File: src/rtl/sdram_refresh_pkg.sv
package sdram_refresh_pkg;

  typedef enum logic [2:0] {
    RS_IDLE,
    RS_PALL,
    RS_WAIT_RP,
    RS_REF,
    RS_WAIT_RFC
  } rs_state_e;

  // {cs_n, ras_n, cas_n, we_n}
  localparam logic [3:0] CMD_NOP  = 4'b0111;
  localparam logic [3:0] CMD_PALL = 4'b0010;
  localparam logic [3:0] CMD_REF  = 4'b0001;

endpackage

File: src/rtl/refresh_interval_timer.sv
module refresh_interval_timer #(
  parameter int CNT_W = 16
) (
  input  logic             clk,
  input  logic             rst_n,
  input  logic [CNT_W-1:0] cfg_interval,
  output logic             deadline_o
);

  logic [CNT_W-1:0] cnt_q, cnt_d;

  // Free-running: never paused by a pending refresh.
  always_comb begin
    cnt_d      = cnt_q;
    deadline_o = 1'b0;
    if (cfg_interval == '0) begin
      cnt_d = '0;
    end else if (cnt_q >= cfg_interval - CNT_W'(1)) begin
      deadline_o = 1'b1;
      cnt_d      = '0;
    end else begin
      cnt_d = cnt_q + CNT_W'(1);
    end
  end

  always_ff @(posedge clk or negedge rst_n) begin
    if (!rst_n) cnt_q <= '0;
    else        cnt_q <= cnt_d;
  end

  AST_TMR_SPACING: assert property (@(posedge clk) disable iff (!rst_n)
    $past(deadline_o) && (cfg_interval > CNT_W'(1)) && $stable(cfg_interval) |-> !deadline_o);

endmodule

File: src/rtl/refresh_pending_ctr.sv
module refresh_pending_ctr #(
  parameter int PEND_MAX = 8,
  localparam int PEND_W  = $clog2(PEND_MAX + 1)
) (
  input  logic              clk,
  input  logic              rst_n,
  input  logic              deadline_i,
  input  logic              issue_i,
  output logic [PEND_W-1:0] pend_q,
  output logic [PEND_W-1:0] pend_next
);

  always_comb begin
    pend_next = pend_q;
    unique case ({deadline_i, issue_i})
      2'b10: if (pend_q != PEND_W'(PEND_MAX)) pend_next = pend_q + PEND_W'(1);
      2'b01: if (pend_q != '0)                pend_next = pend_q - PEND_W'(1);
      default: pend_next = pend_q;
    endcase
  end

  always_ff @(posedge clk or negedge rst_n) begin
    if (!rst_n) pend_q <= '0;
    else        pend_q <= pend_next;
  end

  AST_PEND_SATURATE: assert property (@(posedge clk) disable iff (!rst_n)
    (pend_q == PEND_W'(PEND_MAX)) && deadline_i && !issue_i |=> pend_q == PEND_W'(PEND_MAX));
  AST_PEND_DRAIN: assert property (@(posedge clk) disable iff (!rst_n)
    issue_i && !deadline_i |=> pend_q == $past(pend_q) - PEND_W'(1));
  AST_NO_UNDERFLOW: assert property (@(posedge clk) disable iff (!rst_n)
    issue_i |-> pend_q != '0);

endmodule

File: src/rtl/refresh_cmd_fsm.sv
module refresh_cmd_fsm
  import sdram_refresh_pkg::*;
#(
  parameter int TRP_W  = 4,
  parameter int TRFC_W = 6,
  parameter int PEND_W = 4,
  localparam int WAIT_W = (TRP_W > TRFC_W) ? TRP_W : TRFC_W
) (
  input  logic              clk,
  input  logic              rst_n,
  input  logic [TRP_W-1:0]  cfg_trp,
  input  logic [TRFC_W-1:0] cfg_trfc,
  input  logic [PEND_W-1:0] pend_q,
  input  logic [PEND_W-1:0] pend_next,
  input  logic              acc_idle_i,
  output logic              issue_o,
  output logic              active_o,
  output logic [3:0]        cmd_o,
  output logic              a10_o
);

  rs_state_e         state_q, state_d;
  logic [WAIT_W-1:0] wcnt_q, wcnt_d;

  always_comb begin
    state_d = state_q;
    wcnt_d  = wcnt_q;
    issue_o = 1'b0;
    unique case (state_q)
      RS_IDLE: begin
        if ((pend_q != '0) && acc_idle_i) state_d = RS_PALL;
      end
      RS_PALL: begin
        wcnt_d  = WAIT_W'(cfg_trp);
        state_d = (cfg_trp == '0) ? RS_REF : RS_WAIT_RP;
      end
      RS_WAIT_RP: begin
        if (wcnt_q == WAIT_W'(1)) state_d = RS_REF;
        else                      wcnt_d  = wcnt_q - WAIT_W'(1);
      end
      RS_REF: begin
        issue_o = 1'b1;
        wcnt_d  = WAIT_W'(cfg_trfc);
        if (cfg_trfc != '0)        state_d = RS_WAIT_RFC;
        else if (pend_next != '0)  state_d = RS_REF;
        else                       state_d = RS_IDLE;
      end
      RS_WAIT_RFC: begin
        if (wcnt_q == WAIT_W'(1)) state_d = (pend_next != '0) ? RS_REF : RS_IDLE;
        else                      wcnt_d  = wcnt_q - WAIT_W'(1);
      end
      default: state_d = RS_IDLE;
    endcase
  end

  always_ff @(posedge clk or negedge rst_n) begin
    if (!rst_n) begin
      state_q <= RS_IDLE;
      wcnt_q  <= '0;
    end else begin
      state_q <= state_d;
      wcnt_q  <= wcnt_d;
    end
  end

  always_comb begin
    unique case (state_q)
      RS_PALL: cmd_o = CMD_PALL;
      RS_REF:  cmd_o = CMD_REF;
      default: cmd_o = CMD_NOP;
    endcase
  end

  assign a10_o    = (state_q == RS_PALL);
  assign active_o = (state_q != RS_IDLE);

  AST_REF_PREPARED: assert property (@(posedge clk) disable iff (!rst_n)
    state_q == RS_REF |-> $past(state_q) != RS_IDLE);
  AST_PALL_LEADS: assert property (@(posedge clk) disable iff (!rst_n)
    state_q == RS_PALL |=> (state_q == RS_WAIT_RP) || (state_q == RS_REF));
  AST_START_ON_IDLE: assert property (@(posedge clk) disable iff (!rst_n)
    $rose(active_o) |-> $past(acc_idle_i) && ($past(pend_q) != '0));

endmodule

File: src/rtl/sdram_refresh_sched.sv
module sdram_refresh_sched
  import sdram_refresh_pkg::*;
#(
  parameter int CNT_W    = 16,
  parameter int TRP_W    = 4,
  parameter int TRFC_W   = 6,
  parameter int PEND_MAX = 8,
  localparam int PEND_W  = $clog2(PEND_MAX + 1)
) (
  input  logic              clk,
  input  logic              rst_n,
  input  logic [CNT_W-1:0]  cfg_interval,
  input  logic [TRP_W-1:0]  cfg_trp,
  input  logic [TRFC_W-1:0] cfg_trfc,
  input  logic              acc_idle,
  output logic              ref_req,
  output logic              ref_active,
  output logic [3:0]        cmd_o,
  output logic              a10_o
);

  logic              deadline;
  logic              issue;
  logic [PEND_W-1:0] pend_q;
  logic [PEND_W-1:0] pend_next;

  refresh_interval_timer #(.CNT_W(CNT_W)) u_timer (
    .clk          (clk),
    .rst_n        (rst_n),
    .cfg_interval (cfg_interval),
    .deadline_o   (deadline)
  );

  refresh_pending_ctr #(.PEND_MAX(PEND_MAX)) u_pending (
    .clk        (clk),
    .rst_n      (rst_n),
    .deadline_i (deadline),
    .issue_i    (issue),
    .pend_q     (pend_q),
    .pend_next  (pend_next)
  );

  refresh_cmd_fsm #(.TRP_W(TRP_W), .TRFC_W(TRFC_W), .PEND_W(PEND_W)) u_fsm (
    .clk        (clk),
    .rst_n      (rst_n),
    .cfg_trp    (cfg_trp),
    .cfg_trfc   (cfg_trfc),
    .pend_q     (pend_q),
    .pend_next  (pend_next),
    .acc_idle_i (acc_idle),
    .issue_o    (issue),
    .active_o   (ref_active),
    .cmd_o      (cmd_o),
    .a10_o      (a10_o)
  );

  assign ref_req = (pend_q != '0) || ref_active;

  AST_QUIET_DURING_XFER: assert property (@(posedge clk) disable iff (!rst_n)
    !acc_idle && !ref_active |-> cmd_o == CMD_NOP);
  AST_OFF_STAYS_QUIET: assert property (@(posedge clk) disable iff (!rst_n)
    (cfg_interval == '0) && (pend_q == '0) && !ref_active |=> !ref_req && (cmd_o == CMD_NOP));
  AST_A10_ONLY_PALL: assert property (@(posedge clk) disable iff (!rst_n)
    a10_o |-> cmd_o == CMD_PALL);

endmodule

File: config.mk
export PLATFORM = sky130hd
export DESIGN_NAME = sdram_refresh_sched
export DESIGN_NICKNAME = d
export VERILOG_FILES = /design/src/rtl/sdram_refresh_pkg.sv /design/src/rtl/refresh_interval_timer.sv /design/src/rtl/refresh_pending_ctr.sv /design/src/rtl/refresh_cmd_fsm.sv /design/src/rtl/sdram_refresh_sched.sv
export SDC_FILE = /design/constraint.sdc
export NUM_CORES = 1
export LEC_CHECK = 0
export BUFFER_PORTS_ARGS = -buffer_cell sky130_fd_sc_hd__buf_2
export CORE_AREA = 2 2 67 69
export DETAILED_ROUTE_END_ITERATION = 10
export DIE_AREA = 0 0 69 71
export PLACE_DENSITY = 0.92
export SLEW_MARGIN = 40
export SYNTH_ARGS = -nofsm -noshare
export SYNTH_HDL_FRONTEND = slang
export SYNTH_SLANG_ARGS = --single-unit
File: constraint.sdc
create_clock -name clk -period 9.1 [get_ports clk]
set_input_delay 0.91 -clock clk [delete_from_list [all_inputs] [get_ports clk]]
set_output_delay 0.91 -clock clk [all_outputs]
set_load 0.05 [all_outputs]
==> run_results.csv <==
group,metric,value,unit
layout,diodes,0,
timing,tightestPinTransition,0.6322,ns
synth,synth_ff_type,"dfrtp_1",
worst_setup_path,crit_type,"in2reg",
floorplan,die-width,69,um
worst_setup_path,r2r-start,"u_timer.cnt_q[0]$_DFF_PN0_",
job,maxCapViolations,0,
worst_setup_path,crit_required,9.26,ns
pwr,ir_drop,257.4,uV
route,wl_met1,2263,um
synth,synth_top_cell_by_area,"dfrtp_1",
timing,hold_violations,0,
hold_path,min_to,"u_timer.cnt_q[0]$_DFF_PN0_",
timing,fin_crit_sh,53.00,%
timing,fin_tns_setup,0,ns
global_route,antenna_found_initial,0,
placed_design,place_hpwl,3911,um
floorplan,ioPinCount,36,
hold_path,worstHoldStart,"u_timer.cnt_q[0]$_DFF_PN0_",
clock_tree,postCtsHoldBufs,0,
clock_tree,clk_pin_slew,0.06,ns
pwr,p_total,630.9,uW
clock_tree,cts_buffers,5,
placed_design,port_buffers,34,
route,num_vias,2155,
layout,fillers,369,
layout,nets,373,
layout,layout_common_cells,"40 x nor2_1, 34 x buf_2, 29 x dfrtp_1",
placed_design,routabilityCongestion,0.8401,
floorplan,die-area,4899,sq um
floorplan,core,4204,sq um
synth,syn_area_per_cell,8.378,sq um
layout,drive_gt1_share,15.89,%
route,vias_per_cell,5.777,
floorplan,initial_core_util,56.99,%
route,post_drt_wl_per_cell,13.43,um
route,dr.first_iter.drc_count,108,
synth,synth_seq_cells,29,
global_route,grtUsageTotal,22.41,%
worst_setup_path,rrSetupSlack,5.61,ns
route,routed_wirelength,5009,um
worst_setup_path,r2r-end,"u_fsm.state_q[1]$_DFFE_PN0P_",
global_route,gr-total-overflow,0,
worst_setup_path,crit_path_end_kind,"register",
clock_tree,cts_setup_buffers,0,
synth,seq_area_frac_synth,30.29,%
synth,synth_edf_count,0,
clock_tree,cts_resized,0,
floorplan,die_h,71,um
synth,synth.net_count,339,
clock_tree,cts.path.max_buffers,2,
layout,synthToLayoutAreaGrowth,11.65,%
clock_tree,cts_tree,"done",
timing,fin_ws,4.277,ns
clock_tree,numClockSinks,29,
synth,async_flop_share,100.0,%
worst_setup_path,cp_data_arrival_time,4.98,ns
synth,yosysWarnings,0,
worst_setup_path,start_kind,"primary input",
timing,final.setup_skew,0.004908,ns
layout,final_common_cell,"nor2_1",
synth,synthCells,286,
route,route.met2.wl,2373,um
timing,fmax,207.3,MHz
floorplan,row_count,24,
worst_setup_path,r2r_cells,15,
timing,whs,0.5246,ns
clock_tree,cts_root_buf,"clkbuf_8",
synth,synth.distinct_cells,51,
clock_tree,worstSkewPairLatency,0.28,ns
route,detail-route-antenna-nets,0,
route,routed-wl-met3,265,um
synth,ys_top_cells_by_area,"dfrtp_1 30%, ha_1 13%, nor2_1 6.3%",
timing,maxSlewHeadroom,57.85,%
pwr,p_leak,0.001239,uW
timing,maxSlewViolCount,0,
global_route,grt_pass1_wl,8997,um
worst_setup_path,cp_max_fo,7,
global_route,first_global_vias,2109,
timing,setup_viol,0,
synth,synth_top_cell_area_share,30.29,%
placed_design,dp_slack,3.946,ns
route,highest_layer,"met4",
hold_path,holdPathStages,1,
clock_tree,htree_levels,2,
status,outcome,"completed",
synth,netlist_area,2396,sq um
route,post-route-drc-count,0,
global_route,grt_max_degree,30,
hold_path,min_path_type,"reg2reg",
route,first_pass_iters,4,
timing,period_needed,4.823,ns
pwr,p_per_area,235.8,nW/um^2
timing,rsz0062_at_grt,"no",
cell type report:
class                   count  area (sq um)  area share (%)
flip-flops and latches     29         725.7           27.13
clock inverters             2         10.01          0.3742
repair buffers             34         170.2           6.361
clock buffers               6         72.57           2.713
well taps                  52         65.06           2.432
inverters                  16         60.06           2.245
multi-input cells         234          1572           58.75
worst max path at each step:
stage / slack, ns / cells after the start / end / from
2_1_floorplan: 4.56 / 18 / u_fsm.state_q[1]$_DFFE_PN0P_ / cfg_interval[2]
4_1_cts: 4.25 / 19 / u_fsm.state_q[1]$_DFFE_PN0P_ / cfg_interval[2]
5_1_grt: 3.91 / 19 / u_fsm.state_q[1]$_DFFE_PN0P_ / cfg_interval[2]
3_3_place_gp: 4.22 / 19 / u_fsm.state_q[1]$_DFFE_PN0P_ / cfg_interval[2]
3_5_place_dp: 3.95 / 19 / u_fsm.state_q[1]$_DFFE_PN0P_ / cfg_interval[2]
6_report: 4.28 / 19 / u_fsm.state_q[1]$_DFFE_PN0P_ / cfg_interval[2]
per-layer routing:
layer | vias up | global-route usage (%)
met3 | 10 | 4.416
met5 | - | 0
li1 | 1089 | -
met1 | 988 | 27.49
met2 | 68 | 37.50
met4 | 0 | 11.76
flip-flops by register name (all words and copies together), names as in the netlist:
register and flops:
u_timer.cnt_q 16, u_fsm.wcnt_q 6, u_pending.pend_q 4, u_fsm.state_q 3
synth_stat cells, drive strengths merged (2+ instances only):
master / n
nand3b: 2
nand2b: 6
and2: 4
xor2: 13
or4: 3
or3: 3
nor3: 7
ha: 24
o311ai: 2
clkbuf: 2
o22ai: 4
buf: 5
xnor2: 15
a211oi: 3
nand2: 23
o21ai: 16
o31ai: 3
nand3: 8
a32oi: 2
nor2: 40
dfrtp: 29
inv: 16
nand4: 6
and3: 4
nor4: 4
nor2b: 5
nor3b: 4
mux2i: 2
a21oi: 16
cells by family (layout without fill, tap and decap cells):
| kind of cell | after synthesis | count (layout) | share of synthesized area, % |
|---|---|---|---|
| AO/OA/AOI/OAI | 56 | 56 | 15.46 |
| multiplexers | 3 | 3 | 1.305 |
| flip-flops | 29 | 29 | 30.29 |
| adder cells (fa/ha/maj) | 24 | 24 | 12.53 |
| buffers and inverters | 23 | 58 | 4.124 |
| XOR/XNOR | 28 | 28 | 10.24 |
| AND/OR/NAND/NOR | 122 | 122 | 25.90 |
| other | 1 | 1 | 0.1565 |
critical path, cell delays in order:
cell	delay, ns
buf_2	0.12
nor3_1	0.28
nor3b_2	0.32
nor3b_1	0.39
nand2_1	0.11
xor2_1	0.16
ha_1	0.29
a21oi_1	0.16
nor2_1	0.06
a211oi_1	0.24
a21bo_2	0.27
and2_1	0.15
ha_1	0.26
nor2b_1	0.16
o31ai_1	0.19
o31ai_1	0.13
or4b_4	0.55
a21oi_2	0.15
o31ai_1	0.07
power breakdown:
part	switching, uW	internal (uW)
clock	48.9	52.8
sequential	49.5	165
combinational	198	116
metrics by stage:
stage / utilization (%) / instance area, sq um / instances
finish: 63.63 / 2675 / 373
global route: 63.63 / 2675 / 373
CTS: 63.63 / 2675 / 373
detailed placement: 61.67 / 2592 / 365
global placement: 61.67 / 2592 / 365
floorplan: - / 2396 / 286
Note: power is estimated with default switching activity, not from simulation.
